### src/rtl/irq_trk_pkg.sv
package irq_trk_pkg;

    // Per-pin tracking state
    typedef struct packed {
        logic req;     // request bit
        logic dlvd;    // edge delivery done, hides the request
        logic rpend;   // level delivery awaiting end-of-interrupt
        logic coal;    // last assertion was coalesced (one-cycle flag)
    } pin_st_t;

    localparam pin_st_t PIN_ST_RESET = '{req: 1'b0, dlvd: 1'b0, rpend: 1'b0, coal: 1'b0};

endpackage

### src/rtl/irq_trk_pick.sv
module irq_trk_pick #(
    parameter int NPINS = 8,
    localparam int PIN_W = (NPINS > 1) ? $clog2(NPINS) : 1
) (
    input  logic [NPINS-1:0] cand,
    output logic             any,
    output logic [PIN_W-1:0] idx
);

    // Lowest index wins: scan from the top so the lowest assignment stays.
    always_comb begin
        any = 1'b0;
        idx = '0;
        for (int i = NPINS - 1; i >= 0; i--) begin
            if (cand[i]) begin
                any = 1'b1;
                idx = PIN_W'(i);
            end
        end
    end

endmodule

### src/rtl/irq_trk_pin.sv
module irq_trk_pin
    import irq_trk_pkg::*;
(
    input  logic clk,
    input  logic rst_n,
    input  logic set_i,
    input  logic clr_i,
    input  logic level_i,
    input  logic mask_i,
    input  logic eoi_i,
    input  logic acc_i,
    input  logic acc_level_i,
    output logic eligible_o,
    output logic view_o,
    output logic rpend_o,
    output logic coal_o
);

    pin_st_t st_d, st_q;

    always_comb begin
        st_d      = st_q;
        st_d.coal = 1'b0;
        if (clr_i) begin
            st_d.req = 1'b0;
        end else if (set_i) begin
            st_d.req = 1'b1;
            if (level_i) begin
                st_d.coal = st_q.rpend;
            end else begin
                st_d.coal = st_q.req;
                if (!st_q.req) st_d.dlvd = 1'b0;
            end
        end
        if (eoi_i) st_d.rpend = 1'b0;
        if (acc_i) begin
            if (acc_level_i) st_d.rpend = 1'b1;
            else             st_d.dlvd  = 1'b1;
        end
    end

    always_ff @(posedge clk) begin
        if (!rst_n) st_q <= PIN_ST_RESET;
        else        st_q <= st_d;
    end

    assign eligible_o = st_q.req && !mask_i && (level_i ? !st_q.rpend : !st_q.dlvd);
    assign view_o     = st_q.req && !st_q.dlvd;
    assign rpend_o    = st_q.rpend;
    assign coal_o     = st_q.coal;

endmodule

### src/rtl/irq_trk_offer.sv
module irq_trk_offer #(
    parameter int NPINS  = 8,
    parameter int VEC_W  = 8,
    parameter int DEST_W = 8,
    localparam int PIN_W = (NPINS > 1) ? $clog2(NPINS) : 1
) (
    input  logic                    clk,
    input  logic                    rst_n,
    input  logic [NPINS-1:0]        eligible,
    input  logic [NPINS-1:0]        trig_level,
    input  logic [NPINS*VEC_W-1:0]  vec_tbl,
    input  logic [NPINS*DEST_W-1:0] dst_tbl,
    input  logic                    ready,
    output logic                    valid,
    output logic [PIN_W-1:0]        pin,
    output logic [VEC_W-1:0]        vector,
    output logic [DEST_W-1:0]       dest,
    output logic                    level,
    output logic [NPINS-1:0]        acc
);

    typedef struct packed {
        logic              valid;
        logic [PIN_W-1:0]  pin;
        logic [VEC_W-1:0]  vector;
        logic [DEST_W-1:0] dest;
        logic              level;
    } offer_t;

    offer_t of_d, of_q;
    logic             pick_any;
    logic [PIN_W-1:0] pick_idx;

    irq_trk_pick #(.NPINS(NPINS)) u_pick (
        .cand (eligible),
        .any  (pick_any),
        .idx  (pick_idx)
    );

    always_comb begin
        of_d = of_q;
        if (of_q.valid) begin
            if (ready) of_d.valid = 1'b0;
        end else if (pick_any) begin
            of_d.valid  = 1'b1;
            of_d.pin    = pick_idx;
            of_d.vector = vec_tbl[pick_idx*VEC_W +: VEC_W];
            of_d.dest   = dst_tbl[pick_idx*DEST_W +: DEST_W];
            of_d.level  = trig_level[pick_idx];
        end
    end

    always_ff @(posedge clk) begin
        if (!rst_n) of_q <= '0;
        else        of_q <= of_d;
    end

    always_comb begin
        acc = '0;
        if (of_q.valid && ready) acc[of_q.pin] = 1'b1;
    end

    assign valid  = of_q.valid;
    assign pin    = of_q.pin;
    assign vector = of_q.vector;
    assign dest   = of_q.dest;
    assign level  = of_q.level;

endmodule

### src/rtl/irq_req_tracker.sv
module irq_req_tracker #(
    parameter int NPINS  = 8,
    parameter int VEC_W  = 8,
    parameter int DEST_W = 8,
    localparam int PIN_W = (NPINS > 1) ? $clog2(NPINS) : 1
) (
    input  logic                    clk,
    input  logic                    rst_n,
    input  logic [NPINS-1:0]        line_set,
    input  logic [NPINS-1:0]        line_clr,
    input  logic [NPINS-1:0]        trig_level,
    input  logic [NPINS-1:0]        mask,
    input  logic [NPINS*VEC_W-1:0]  vec_tbl,
    input  logic [NPINS*DEST_W-1:0] dst_tbl,
    input  logic [NPINS-1:0]        eoi,
    output logic                    out_valid,
    input  logic                    out_ready,
    output logic [PIN_W-1:0]        out_pin,
    output logic [VEC_W-1:0]        out_vector,
    output logic [DEST_W-1:0]       out_dest,
    output logic                    out_level,
    output logic [NPINS-1:0]        pend_view,
    output logic [NPINS-1:0]        remote_pend,
    output logic [NPINS-1:0]        coalesced
);

    logic [NPINS-1:0] eligible;
    logic [NPINS-1:0] acc;

    for (genvar g = 0; g < NPINS; g++) begin : g_pin
        irq_trk_pin u_pin (
            .clk         (clk),
            .rst_n       (rst_n),
            .set_i       (line_set[g]),
            .clr_i       (line_clr[g]),
            .level_i     (trig_level[g]),
            .mask_i      (mask[g]),
            .eoi_i       (eoi[g]),
            .acc_i       (acc[g]),
            .acc_level_i (out_level),
            .eligible_o  (eligible[g]),
            .view_o      (pend_view[g]),
            .rpend_o     (remote_pend[g]),
            .coal_o      (coalesced[g])
        );
    end

    irq_trk_offer #(.NPINS(NPINS), .VEC_W(VEC_W), .DEST_W(DEST_W)) u_offer (
        .clk        (clk),
        .rst_n      (rst_n),
        .eligible   (eligible),
        .trig_level (trig_level),
        .vec_tbl    (vec_tbl),
        .dst_tbl    (dst_tbl),
        .ready      (out_ready),
        .valid      (out_valid),
        .pin        (out_pin),
        .vector     (out_vector),
        .dest       (out_dest),
        .level      (out_level),
        .acc        (acc)
    );

endmodule

### config.mk
export PLATFORM = sky130hd
export DESIGN_NAME = irq_req_tracker
export DESIGN_NICKNAME = d
export VERILOG_FILES = /design/src/rtl/irq_trk_pkg.sv /design/src/rtl/irq_trk_pick.sv /design/src/rtl/irq_trk_pin.sv /design/src/rtl/irq_trk_offer.sv /design/src/rtl/irq_req_tracker.sv
export SDC_FILE = /design/constraint.sdc
export NUM_CORES = 1
export LEC_CHECK = 0
export BUFFER_PORTS_ARGS = -buffer_cell sky130_fd_sc_hd__buf_2
export CAP_MARGIN = 10
export CORE_ASPECT_RATIO = 1.2
export CORE_MARGIN = 3
export CORE_UTILIZATION = 43
export DETAILED_ROUTE_END_ITERATION = 8
export MAX_ROUTING_LAYER = met4
export PLACE_DENSITY = 0.87
export SETUP_SLACK_MARGIN = 0.15
export SYNTH_ARGS = -nofsm -noshare
export SYNTH_HDL_FRONTEND = slang
export SYNTH_HIERARCHICAL = 1
export SYNTH_SLANG_ARGS = --single-unit
### constraint.sdc
create_clock -name clk -period 3 [get_ports clk]
set_input_delay 0.3 -clock clk [delete_from_list [all_inputs] [get_ports clk]]
set_output_delay 0.3 -clock clk [all_outputs]
set_load 0.05 [all_outputs]
==> impl_metrics.json <==
{
  "final_cell_mix": "buf_2 (215), mux2i_1 (79), dfxtp_1 (53), nand2_1 (43), a22oi_1 (34)",
  "clk_pin_slew_worst_paths_ns": 0.09,
  "grt_pass1_wl_mm": 17.4,
  "syn_inst": 386,
  "reg2reg_depth": 10,
  "r2r_slack_ns": 0.33,
  "grt_pass1_vias": 3691,
  "cts_buffers": 5,
  "place_congestion": 0.908,
  "yosysTopAreaCellShare_pct": 30.9,
  "ctsLongestPathBuffers": 2,
  "synth_warnings": 6,
  "r2r-end": "u_offer/dest[2]",
  "start_util_pct": 44.5,
  "drtIter0Drc": 137,
  "placementRows": 35,
  "dieWidth_um": 87.6,
  "final_common_cell": "buf_2",
  "first_pass_iters": 6,
  "synth_cell_types": 33,
  "highest_layer": "met4",
  "hold_ws_ns": 0.177,
  "setup_viol": 0,
  "dp_hpwl_mm": 9.36,
  "num_vias": 3725,
  "wl_met2_mm": 6.10,
  "cp_max_fo": 17,
  "netlist_area_mm2": 0.00343,
  "yosysTopAreaCell": "dfxtp_1",
  "min_period_over_period_pct": 88.9,
  "arrival_ns": 2.89,
  "ir_drop_mv": 0.315,
  "met1Wirelength_mm": 4.16,
  "clock-sinks": 53,
  "final_antenna_net_count": 0,
  "slew_headroom_pct": 39.2,
  "avgSynthCellArea_um2": 8.89,
  "viasPerCell": 5.37,
  "finClkSkew_ns": 0.00696,
  "final_util_pct": 62.1,
  "antenna_found_initial": 3,
  "worst_setup_path_end_kind": "register",
  "dieArea_mm2": 0.00910,
  "synth_area_leaders": "dfxtp_1 (31%), mux2i_1 (23%), a22oi_1 (7.4%)",
  "crit_required_ns": 3.22,
  "clock-root-buffer": "clkbuf_8",
  "hold_path_class": "in -> reg",
  "cp-startpoint": "g_pin[2].u_pin/st_q[2]",
  "io_pins": 216,
  "power.density_mw_per_mm2": 431,
  "wl_met3_um": 936,
  "dp.cells": 682,
  "grt.total_usage_pct": 24.4,
  "grt_max_degree": 62,
  "htree_levels": 2,
  "design.core.area_mm2": 0.00771,
  "tightest_slew_ns": 0.912,
  "endpoint": "u_offer/dest[2]",
  "yosysSeqAreaShare_pct": 30.9,
  "reg2reg_from": "g_pin[2].u_pin/st_q[2]",
  "drv_slew": 0,
  "post-route-min-period_ns": 2.67,
  "drc": 0,
  "critPathKind": "reg -> reg",
  "hp-start": "line_clr[2]",
  "p_leak_nw": 2.19,
  "layout.cells.non_filler": 694,
  "synth_fp_nets": 557,
  "grt_remaining_overflow": 0,
  "portBuffers": 215,
  "wl_per_cell_um": 16.4,
  "ys_ff_latch": 53,
  "cts_tree": "done",
  "fmax_mhz": 375,
  "area_growth_pct": 39.3,
  "drive_gt1_share_pct": 42.6,
  "drt_wl_total_mm": 11.4,
  "status": "finished clean",
  "clk_latency_ns": 0.30,
  "hold_viol_final": 0,
  "start_kind": "register",
  "n_fill_cell": 669,
  "nNetsFinal": 769,
  "setup_tns_ns": 0,
  "rsz0062_at_grt": "no",
  "maxCapViolations": 0,
  "power_mw": 2.06,
  "die_h_um": 104
}
==> through the flow <==
stage	area (um2)	worst slack [ns]
2_1_floorplan	3430	0.574
3_3_place_gp	4630	0.175
3_5_place_dp	4630	0.0494
4_1_cts	4750	0.192
5_1_grt	4780	0.149
6_report	4780	0.334
==> per-layer routing <==
layer	vias to the layer above	track usage [%]
li1	1854	-
met1	1695	25.5
met2	156	45.2
met3	20	5.15
met4	0	6.58
met5	-	-
==> cell type report <==
type                       count  area (um2)  area share, %
antenna                        3        7.51          0.157
inverter                       9        33.8          0.706
clock buffer                   7        86.3           1.80
clock inverter                 1        30.0          0.628
timing repair buffer         226        1230           25.8
multi-input combinational    303        2220           46.3
sequential                    53        1060           22.2
tap                           92         115           2.41
==> repair_timing <==
action | 4_1_cts | 5_1_grt
gates resized for setup | 1 | 1
pin swaps | 0 | 1
hold buffers | 0 | 0
setup endpoints to repair | 6 | 17
buffers inserted | 0 | 1
==> cell usage after synthesis (all sizes together) <==
| cell | instances |
|---|---|
| dfxtp | 53 |
| nand2 | 43 |
| nor3b | 8 |
| a2111oi | 8 |
| and2 | 1 |
| a22oi | 34 |
| o21ai | 18 |
| a21oi | 18 |
| nor4 | 2 |
| o22ai | 8 |
| buf | 15 |
| a21boi | 8 |
| nor4b | 8 |
| nand3 | 1 |
| nor2 | 25 |
| and4bb | 8 |
| nor3 | 2 |
| nand2b | 10 |
| nor2b | 17 |
| inv | 9 |
| clkbuf | 6 |
| mux2i | 79 |
| o41ai | 1 |
| o21a | 1 |
| a211oi | 1 |
| nand3b | 1 |
| o21bai | 1 |
==> worst max-delay path, cell delays in order, from the launching register on <==
cell       delay, ns
dfxtp_1         0.33
nor2b_1         0.14
a2111oi_2       0.70
nor2_1          0.16
a211oi_4        0.38
buf_12          0.17
buf_12          0.16
mux2i_1         0.09
a22oi_1         0.21
nand2_1         0.07
a21oi_1         0.17
==> how the worst min path moves through the flow <==
stage	end	slack, ns	cells past startpoint
floorplan	g_pin[0].u_pin/st_q[3]	0.38	1
global placement	g_pin[3].u_pin/st_q[2]	0.46	2
detailed placement	g_pin[1].u_pin/st_q[2]	0.47	2
CTS	g_pin[2].u_pin/st_q[3]	0.16	2
global route	g_pin[2].u_pin/st_q[3]	0.16	2
finish	g_pin[2].u_pin/st_q[3]	0.18	2
==> sequential cells by signal, indices dropped and copies added, names as in the netlist <==
name                 flops
g_pin.u_pin/st_q        16
g_pin.u_pin/coal_o       8
g_pin.u_pin/rpend_o      8
u_offer/dest             8
u_offer/vector           8
u_offer/pin              3
u_offer/level            1
u_offer/valid            1
==> power by group <==
group	internal (mW)	switching [mW]
registers	0.753	0.0425
clock network	0.272	0.225
logic	0.309	0.459
==> cell families (layout without fill, tap and decap cells) <==
family	Yosys count	count (layout)	share of synthesized area (%)
mux	79	79	23.0
other cells	0	3	0
simple gates	126	126	20.5
compound gates	98	98	20.3
flops	53	53	30.9
buf+inv	30	243	5.25
(Power assumes the default switching activity.)
